==> src/rtl/vfcrc_pkg.sv <==
package vfcrc_pkg;

  localparam int unsigned REG_W  = 32;
  localparam int unsigned ADDR_W = 3;

  localparam logic [31:0] CRC_POLY_REFL = 32'hEDB8_8320;
  localparam logic [31:0] CRC_INIT      = 32'hFFFF_FFFF;

  typedef enum logic [ADDR_W-1:0] {
    REG_CTRL = 3'd0,
    REG_REF  = 3'd1,
    REG_GOOD = 3'd2,
    REG_BAD  = 3'd3,
    REG_LAST = 3'd4
  } reg_addr_e;

  // One byte through the reflected CRC32, least significant bit first.
  function automatic logic [31:0] crc_byte(input logic [31:0] crc_in,
                                           input logic [7:0]  data);
    logic [31:0] c;
    c = crc_in ^ {24'd0, data};
    for (int b = 0; b < 8; b++) begin
      c = c[0] ? ((c >> 1) ^ CRC_POLY_REFL) : (c >> 1);
    end
    return c;
  endfunction

endpackage

==> src/rtl/vfcrc_engine.sv <==
module vfcrc_engine
  import vfcrc_pkg::*;
#(
  parameter int unsigned PIX_W = 24
) (
  input  logic             clk,
  input  logic             rst_n,
  input  logic             restart,
  input  logic             pix_vld,
  input  logic [PIX_W-1:0] pix,
  output logic [31:0]      crc_raw
);

  localparam int unsigned BYTES = PIX_W / 8;

  logic [31:0] crc_q, crc_n;
  logic [31:0] chain [0:BYTES];

  assign chain[0] = crc_q;

  // The most significant byte (R) is folded in first.
  generate
    for (genvar g = 0; g < BYTES; g++) begin : g_byte
      assign chain[g+1] = crc_byte(chain[g], pix[PIX_W-1-8*g -: 8]);
    end
  endgenerate

  always_comb begin
    crc_n = crc_q;
    if (restart)      crc_n = CRC_INIT;
    else if (pix_vld) crc_n = chain[BYTES];
  end

  always_ff @(posedge clk or negedge rst_n) begin
    if (!rst_n) crc_q <= CRC_INIT;
    else        crc_q <= crc_n;
  end

  assign crc_raw = crc_q;

  assert_restart_preset_R1: assert property (@(posedge clk) disable iff (!rst_n)
    restart |=> crc_raw == CRC_INIT);

  assert_idle_hold_R11: assert property (@(posedge clk) disable iff (!rst_n)
    (!restart && !pix_vld) |=> $stable(crc_raw));

endmodule

==> config.mk <==
export PLATFORM = sky130hd
export DESIGN_NAME = vfcrc_engine
export DESIGN_NICKNAME = d
export VERILOG_FILES = /design/src/rtl/vfcrc_pkg.sv /design/src/rtl/vfcrc_engine.sv
export SDC_FILE = /design/constraint.sdc
export NUM_CORES = 1
export LEC_CHECK = 0
export BUFFER_PORTS_ARGS = -buffer_cell sky130_fd_sc_hd__buf_4
export CAP_MARGIN = 20
export CELL_PAD_IN_SITES_DETAIL_PLACEMENT = 0
export CELL_PAD_IN_SITES_GLOBAL_PLACEMENT = 1
export CORE_MARGIN = 4
export CORE_UTILIZATION = 40
export CTS_BUF_LIST = sky130_fd_sc_hd__clkbuf_2 sky130_fd_sc_hd__clkbuf_4 sky130_fd_sc_hd__clkbuf_8
export DETAILED_ROUTE_END_ITERATION = 7
export PLACE_DENSITY_LB_ADDON = 0.15
export SYNTH_ARGS = -nofsm -noshare
export SYNTH_HDL_FRONTEND = slang
export SYNTH_SLANG_ARGS = --single-unit
==> constraint.sdc <==
create_clock -name clk -period 3.6 [get_ports clk]
set_clock_uncertainty 0.1 [all_clocks]
set_input_delay 0.72 -clock clk [delete_from_list [all_inputs] [get_ports clk]]
set_output_delay 0.72 -clock clk [all_outputs]
set_load 0.02 [all_outputs]
* Word level (Yosys, flattened, before mapping)
Cells that the tools add are included.
** Operators by class
- Add/sub/neg operators :: 0
- Multipliers :: 0
- Divide/modulo/power cells :: 0
- $lt $le $gt $ge :: 0
- Eq/ne operators :: 0
- Shift-type cells :: 0
- Mux-type cells :: 26
- Bitwise operators :: 27
- Reduce and logical (&&, ||, !) cells :: 1
** Operators by type and width (number)
- 32-bit 2-to-1 mux :: 26
- 13-bit NOT with 14-bit output :: 24
- 32-bit by 8-bit XOR with 32-bit output :: 3
- 2-bit nonzero test :: 1
** Word-level totals
- Flip-flop bits (word level) :: 32
- Latch bits :: 0
- Memory bits (writable) :: 0
- Memory bits (read-only) :: 0
- Input bits :: 28
- Output and inout bits :: 32
- Word-level logic and storage cells :: 55
- Memories :: 0

* Logic depth before layout (Yosys ltp)
Gate-level depths: netlist (run 1).
- Word-level depth :: 53
- Mapped depth :: 8
- Gate-level depth less buffers :: 8

* Worst setup path before layout (run 1)
No wires, ideal clock.
- Path kind :: input port to flip-flop
- From :: input pix[19]
- To :: register crc_q[4] (netlist: crc_raw[4])
- Library setup time :: 0.082 ns
- Arrival :: 3.117 ns
- Data required time :: 3.418 ns
- Path slack :: 0.301 ns
- Stages :: 8
- Path buffers :: 0
- Cell sequence :: xnor2_4 xnor3_2 xor2_1 xnor2_4 xnor3_1 xnor2_1 xnor2_1 a211o_1
** On the way
- Cells in the longest elaborated chain, start to end :: 37
- Elaborated cells on any way between the ends :: 41
- Those cells by class :: 26 x mux; 15 x bitwise
** RTL lines
- start: declaration :: line vfcrc_engine.sv:10 : input logic [PIX_W-1:0] pix,
- 32-bit by 8-bit XOR with 32-bit output (*) :: line vfcrc_pkg.sv:21 : c = crc_in ^ {24'd0, data};
- 32-bit 2-to-1 mux (*) (4 in series) :: line vfcrc_pkg.sv:23 : c = c[0] ? ((c >> 1) ^ CRC_POLY_REFL) : (c >> 1);
- 13-bit NOT with 14-bit output (no line)
- 32-bit 2-to-1 mux (*) (2 in series) :: line vfcrc_pkg.sv:23
- 13-bit NOT with 14-bit output (no line)
- 32-bit 2-to-1 mux (*) :: line vfcrc_pkg.sv:23
- 13-bit NOT with 14-bit output (no line)
- 32-bit 2-to-1 mux (*) :: line vfcrc_pkg.sv:23
- [... 14 more ...]
- 13-bit NOT with 14-bit output (no line)
- 32-bit 2-to-1 mux (*) :: line vfcrc_pkg.sv:23
- 13-bit NOT with 14-bit output (no line)
- 32-bit 2-to-1 mux (*) (3 in series) :: line vfcrc_pkg.sv:23
- 13-bit NOT with 14-bit output (no line)
- 32-bit 2-to-1 mux (*) (2 in series) :: line vfcrc_pkg.sv:23
- 32-bit 2-to-1 mux (*) :: line vfcrc_engine.sv:31 : else if (pix_vld) crc_n = chain[BYTES];
- 32-bit 2-to-1 mux (*) :: line vfcrc_engine.sv:30 : if (restart) crc_n = CRC_INIT;
- end signal: assignment :: line vfcrc_engine.sv:36 : else crc_q <= crc_n;
- end: declaration :: line vfcrc_engine.sv:16 : logic [31:0] crc_q, crc_n;
Every way passes the cells marked *; elsewhere a longest branch is shown, timed or not. The select of a mux whose other input is x is not followed.
A chain may end at the register's enable or synchronous reset.

* Final worst setup path (run 1)
- From :: input pix[18]
- To :: register crc_q[27] (netlist: crc_raw[27])
** On the way
- Cells in the longest elaborated chain, start to end :: 34
- Elaborated cells on any way between the ends :: 41
- Those cells by class :: 26 x mux; 15 x bitwise
** RTL lines (line)
- 32-bit by 8-bit XOR with 32-bit output (*) :: vfcrc_pkg.sv:21
- 32-bit 2-to-1 mux (*) (3 in series) :: vfcrc_pkg.sv:23
- 13-bit NOT with 14-bit output (no line)
- 32-bit 2-to-1 mux (*) (4 in series) :: vfcrc_pkg.sv:23
- 13-bit NOT with 14-bit output (no line)
- 32-bit 2-to-1 mux (*) :: vfcrc_pkg.sv:23
- 32-bit by 8-bit XOR with 32-bit output (*) :: vfcrc_pkg.sv:21
- 32-bit 2-to-1 mux (*) (5 in series) :: vfcrc_pkg.sv:23
- [... 2 more ...]
- 13-bit NOT with 14-bit output (no line)
- 32-bit 2-to-1 mux (*) (2 in series) :: vfcrc_pkg.sv:23
- 32-bit by 8-bit XOR with 32-bit output (*) :: vfcrc_pkg.sv:21
- 32-bit 2-to-1 mux (*) :: vfcrc_pkg.sv:23
- 13-bit NOT with 14-bit output (no line)
- 32-bit 2-to-1 mux (*) (7 in series) :: vfcrc_pkg.sv:23
- 32-bit 2-to-1 mux (*) :: vfcrc_engine.sv:31
- 32-bit 2-to-1 mux (*) :: vfcrc_engine.sv:30
Marked as above.

==> impl_metrics.env, run 1 <==
export IMPL_status="completed"
export IMPL_fin_nets=451
export IMPL_ioPinCount=60
export IMPL_clk_latency_ns=0.30
export IMPL_grt_pass1_vias=2782
export IMPL_slew_violations=0
export IMPL_maxCapViolations=0
export IMPL_place_hpwl_um=8150
export IMPL_worstSetupPathType="in -> reg"
export IMPL_syn_to_final_growth_pct=24.9
export IMPL_antenna_found_initial=0
export IMPL_vias_per_cell=4.85
export IMPL_grt_pass1_wl_um=16300
export IMPL_setup_viol=0
export IMPL_regToRegSetupSlack_ns=0.27
export IMPL_wire_per_inst_um=19.3
export IMPL_start_util=0.414
export IMPL_first_iter_violations=83
export IMPL_mostFrequentLayoutCells="131 x xnor2_1, 97 x buf_4, 36 x xor2_1"
export IMPL_drc=0
export IMPL_clk_pin_slew_worst_paths_ns=0.08
export IMPL_antenna_cells=0
export IMPL_ff2ff_path_depth=10
export IMPL_cp_depth=10
export IMPL_crit_chain="buf_4 -> xnor2_2 -> xor2_2 -> xnor2_1 -> xnor3_1 -> buf_4 -> xnor2_1 -> xnor2_1 -> xnor2_1 -> a211o_1"
export IMPL_drive_gt1_frac=0.383
export IMPL_grt_usage=0.198
export IMPL_die_h_um=104
export IMPL_cts_buffer_depth=2
export IMPL_relSlewSlack=0.605
export IMPL_synthesis_area_um2=3650
export IMPL_final_common_cell="xnor2_1"
export IMPL_antenna_left=0
export IMPL_core_region_area_um2=8810
export IMPL_startpoint="pix[18]"
export IMPL_fmax_ghz=0.299
export IMPL_rsz0062_at_grt="false"
export IMPL_finalCritPeriodShare=0.928
export IMPL_routabilityCongestion=0.921
export IMPL_grt_max_degree=62
export IMPL_crit_required_ns=3.72
export IMPL_clock_sinks=32
export IMPL_ys_warn_count=0
export IMPL_crit_path_end="crc_raw[27]"
export IMPL_worst_hold_slack_ns=0.513
export IMPL_num_rows=34
export IMPL_ctsRootBufferMaster="clkbuf_8"
export IMPL_cts_tree="built"
export IMPL_largest_register_ffs=32
export IMPL_min_period_ns=3.34
export IMPL_cp_end_kind="register"
export IMPL_drt_wl_total_um=10300
export IMPL_crit_buf_inv=2
export IMPL_cp_data_arrival_time_ns=3.46
export IMPL_yosysSeqAreaShare=0.230
export IMPL_r2r_end="crc_raw[27]"
export IMPL_hold_viol_final=0
export IMPL_critical_path_max_stage_delay_ns=0.51
export IMPL_cts_buffers=5
export IMPL_syn_nets=357
export IMPL_cp_common_cell="xnor2_1"
export IMPL_synth_seq_cells=32
export IMPL_pre_cts_slack_ns=-0.0128
export IMPL_overflow=0
export IMPL_layout_setup_ws_ns=0.260
export IMPL_ctsResizeCount=0
export IMPL_synth_avg_cell_area_um2=11.1
export IMPL_slowest_stage="xnor3_1"
export IMPL_io_buffers=59
export IMPL_worst_pin_slew_ns=0.592
export IMPL_cts_setup_buffers=0
export IMPL_synth_cell_types=19
export IMPL_drt_pass1_iterations=4
export IMPL_crit_fanout=4
export IMPL_holdCritPathClass="reg -> reg"
export IMPL_h_tree_depth=2
export IMPL_reg2reg_from="crc_raw[8]"
export IMPL_dieArea_um2=10700
export IMPL_cp_start_kind="input port"
export IMPL_die_w_um=104
export IMPL_critical_path_top_delay_family="XOR/XNOR gates"
export IMPL_postCtsHoldBufs=0
export IMPL_num_vias=2578
export IMPL_synthCells=329
per-stage QoR:
step                std cells  TNS, ns  utilization  cell area (um2)
floorplan                 329        0            -             3650
CTS                       531        0        0.517             4560
finish                    531        0        0.517             4560
global route              531        0        0.517             4560
detailed placement        524  -0.0128        0.508             4470
global placement          524        0        0.508             4470
logic make-up (layout without fill, tap and decap cells):
logic type      after synthesis  in the layout  synth area share
compound gates               31             31            0.0580
buf+inv                      10            104            0.0103
xor+xnor                    207            207             0.628
simple gates                 49             49            0.0737
flops                        32             32             0.230
synth_stat cells:
| master | instances | area (um2) |
|---|---|---|
| or2_1 | 9 | 56.3 |
| xor2_4 | 1 | 27.5 |
| nor3b_1 | 1 | 7.51 |
| xor2_1 | 36 | 315 |
| xnor3_2 | 4 | 95.1 |
| nor3_1 | 5 | 25.0 |
| or2_2 | 4 | 25.0 |
| nor2_1 | 13 | 48.8 |
| xnor2_2 | 14 | 228 |
| a211o_1 | 15 | 131 |
| xor2_2 | 1 | 16.3 |
| and3_1 | 1 | 6.26 |
| xnor2_1 | 131 | 1150 |
| nor2b_1 | 16 | 100 |
| clkbuf_1 | 10 | 37.5 |
| a21oi_1 | 16 | 80.1 |
| xnor3_1 | 18 | 405 |
| dfstp_2 | 32 | 841 |
| xnor2_4 | 2 | 55.1 |
routing by layer:
layer | vias to the layer above | GRT usage | share of wire
met5 | - | 0 | 0
met1 | 1248 | 0.271 | 0.46
met2 | 75 | 0.335 | 0.49
li1 | 1246 | - | -
met3 | 9 | 0.0280 | 0.039
met4 | 0 | 0.0427 | 0.010
how the worst min path moves through the flow:
stage                            from     endpoint  slack, ns  cells after the start
after floorplan                 rst_n   crc_raw[0]       0.47                      0
after global placement    crc_raw[26]  crc_raw[26]       0.49                      2
after detailed placement  crc_raw[26]  crc_raw[26]       0.50                      2
after CTS                 crc_raw[26]  crc_raw[26]       0.51                      2
after global routing      crc_raw[26]  crc_raw[26]       0.53                      2
final                     crc_raw[26]  crc_raw[26]       0.51                      2
layout make-up:
type,instances,area (um2)
clock inverters,1,5.00
fillers,836,4250
flip-flops and latches,32,841
multi-input cells,287,2770
clock buffers,6,76.3
repair buffers,97,728
well taps,108,135
worst reg2reg max path: stages, from the launching register on:
cell	delay (ns)
dfstp_2	0.60
xor2_4	0.17
buf_4	0.20
xor2_2	0.25
xnor2_1	0.22
xnor3_1	0.51
buf_4	0.19
xnor2_1	0.36
xnor2_1	0.20
xnor2_1	0.16
a211o_1	0.30
Power of run 1 is not shown: default switching activity piles up to over one toggle a cycle in this logic, so the estimate is an artifact.
==> run 2, diff against run 1 <==
--- a/config.mk
+++ b/config.mk
@@ -5,15 +5,17 @@
 export SDC_FILE = /design/constraint.sdc
 export NUM_CORES = 1
 export LEC_CHECK = 0
+export ABC_CLOCK_PERIOD_IN_PS = 3600
 export BUFFER_PORTS_ARGS = -buffer_cell sky130_fd_sc_hd__buf_4
 export CAP_MARGIN = 20
 export CELL_PAD_IN_SITES_DETAIL_PLACEMENT = 0
 export CELL_PAD_IN_SITES_GLOBAL_PLACEMENT = 1
 export CORE_MARGIN = 4
-export CORE_UTILIZATION = 40
+export CORE_UTILIZATION = 44
 export CTS_BUF_LIST = sky130_fd_sc_hd__clkbuf_2 sky130_fd_sc_hd__clkbuf_4 sky130_fd_sc_hd__clkbuf_8
 export DETAILED_ROUTE_END_ITERATION = 7
 export PLACE_DENSITY_LB_ADDON = 0.15
 export SYNTH_ARGS = -nofsm -noshare
 export SYNTH_HDL_FRONTEND = slang
 export SYNTH_SLANG_ARGS = --single-unit
+export TNS_END_PERCENT = 1
==> impl_metrics.env, run 2 (same netlist as run 1, synthesis figures left out) <==
export IMPL_fmax_ghz=0.308
export IMPL_multi_input_area_um2=2770
export IMPL_dieArea_um2=9810
export IMPL_relSlewSlack=0.552
export IMPL_grt_max_degree=62
export IMPL_clk_pin_slew_worst_paths_ns=0.07
export IMPL_layout_setup_ws_ns=0.348
export IMPL_largest_register_ffs=32
export IMPL_antenna_cells=0
export IMPL_drc=0
export IMPL_hold_viol_final=0
export IMPL_dpl_cell_count=519
export IMPL_cts_buffer_depth=2
export IMPL_ctsResizeCount=0
export IMPL_fin_nets=452
export IMPL_cp_data_arrival_time_ns=3.37
export IMPL_setup_viol=0
export IMPL_status="completed"
export IMPL_finalCritPeriodShare=0.903
export IMPL_routabilityCongestion=0.927
export IMPL_holdCritPathClass="reg -> reg"
export IMPL_core_region_area_um2=7890
export IMPL_pre_cts_slack_ns=0.0510
export IMPL_grt_usage=0.206
export IMPL_clock_sinks=32
export IMPL_io_buffers=59
export IMPL_cp_start_kind="input port"
export IMPL_ctsRootBufferMaster="clkbuf_8"
export IMPL_num_rows=32
export IMPL_grt_pass1_wl_um=15400
export IMPL_grt_pass1_vias=2694
export IMPL_h_tree_depth=2
export IMPL_place_hpwl_um=7840
export IMPL_cts_buffers=5
export IMPL_final_seq_area_um2=841
export IMPL_worst_pin_slew_ns=0.667
export IMPL_crit_required_ns=3.72
export IMPL_rsz0062_at_grt="false"
export IMPL_cts_tree="built"
export IMPL_slew_violations=0
export IMPL_fin_cells=527
export IMPL_mostFrequentLayoutCells="131 x xnor2_1, 98 x buf_4, 36 x xor2_1"
export IMPL_final_common_cell="xnor2_1"
export IMPL_antenna_found_initial=0
export IMPL_vias_per_cell=4.88
export IMPL_drt_pass1_iterations=4
export IMPL_antenna_left=0
export IMPL_die_h_um=99.1
export IMPL_fillers=724
export IMPL_maxCapViolations=0
export IMPL_overflow=0
export IMPL_tns_ns=0
export IMPL_start_util=0.463
export IMPL_clk_latency_ns=0.29
export IMPL_drt_wl_total_um=9680
export IMPL_first_iter_violations=114
export IMPL_syn_to_final_growth_pct=26.1
export IMPL_ioPinCount=60
export IMPL_die_w_um=99.1
export IMPL_num_vias=2574
export IMPL_cts_setup_buffers=0
export IMPL_crit_fanout=4
export IMPL_drive_gt1_frac=0.386
export IMPL_min_period_ns=3.25
export IMPL_wire_per_inst_um=18.4
export IMPL_postCtsHoldBufs=0
export IMPL_worstSetupPathType="in -> reg"
export IMPL_cp_end_kind="register"
==> run 2: cell count changes in the layout (fill, tap and decap cells not counted), sizes merged <==
cell    before  now
buf         97   98
bufinv       0    1
clkbuf       6    7
clkinv       1    0
==> run 2: cell type report <==
type,count,area share
Clock buffer,7,0.0209
Clock inverter,1,0.00653
Multi-Input combinational cell,287,0.602
Sequential cell,32,0.183
Tap cell,102,0.0277
Timing Repair Buffer,98,0.160
==> run 2: stage by stage <==
stage               instance area [um2]  hold WS [ns]   util
floorplan                          3650         0.472      -
global route                       4600         0.526  0.583
global placement                   4470         0.491  0.567
CTS                                4600         0.509  0.583
finish                             4600         0.506  0.583
detailed placement                 4470         0.496  0.567
==> run 2: final timing paths <==
kind                                  start           to  slack [ns]  depth (start not counted)
worst max-delay path                pix[17]  crc_raw[11]        0.35                          8
worst min-delay path            crc_raw[19]  crc_raw[19]        0.51                          2
worst max register to register   crc_raw[0]  crc_raw[21]        0.42                          8
worst min register to register  crc_raw[19]  crc_raw[19]        0.51                          2
max in group asynchronous             rst_n  crc_raw[17]        2.79                          1
min in group asynchronous             rst_n   crc_raw[7]        0.57                          1
==> run 2: layer usage <==
| layer | up-vias | routed length [um] | track usage |
|---|---|---|---|
| li1 | 1261 | - | - |
| met1 | 1214 | 4210 | 0.282 |
| met2 | 85 | 4570 | 0.337 |
| met3 | 14 | 693 | 0.0354 |
| met4 | 0 | 214 | 0.0546 |
| met5 | - | 0 | 0 |
==> run 2: worst max-delay path, cell delays in order <==
cell and delay (ns):
buf_4 0.12, xnor2_2 0.37, xnor2_1 0.20, xnor2_1 0.37, xnor3_2 0.47, xnor2_1 0.35, xnor3_1 0.47, a211o_1 0.29
Power of run 2 is left out for the same reason.
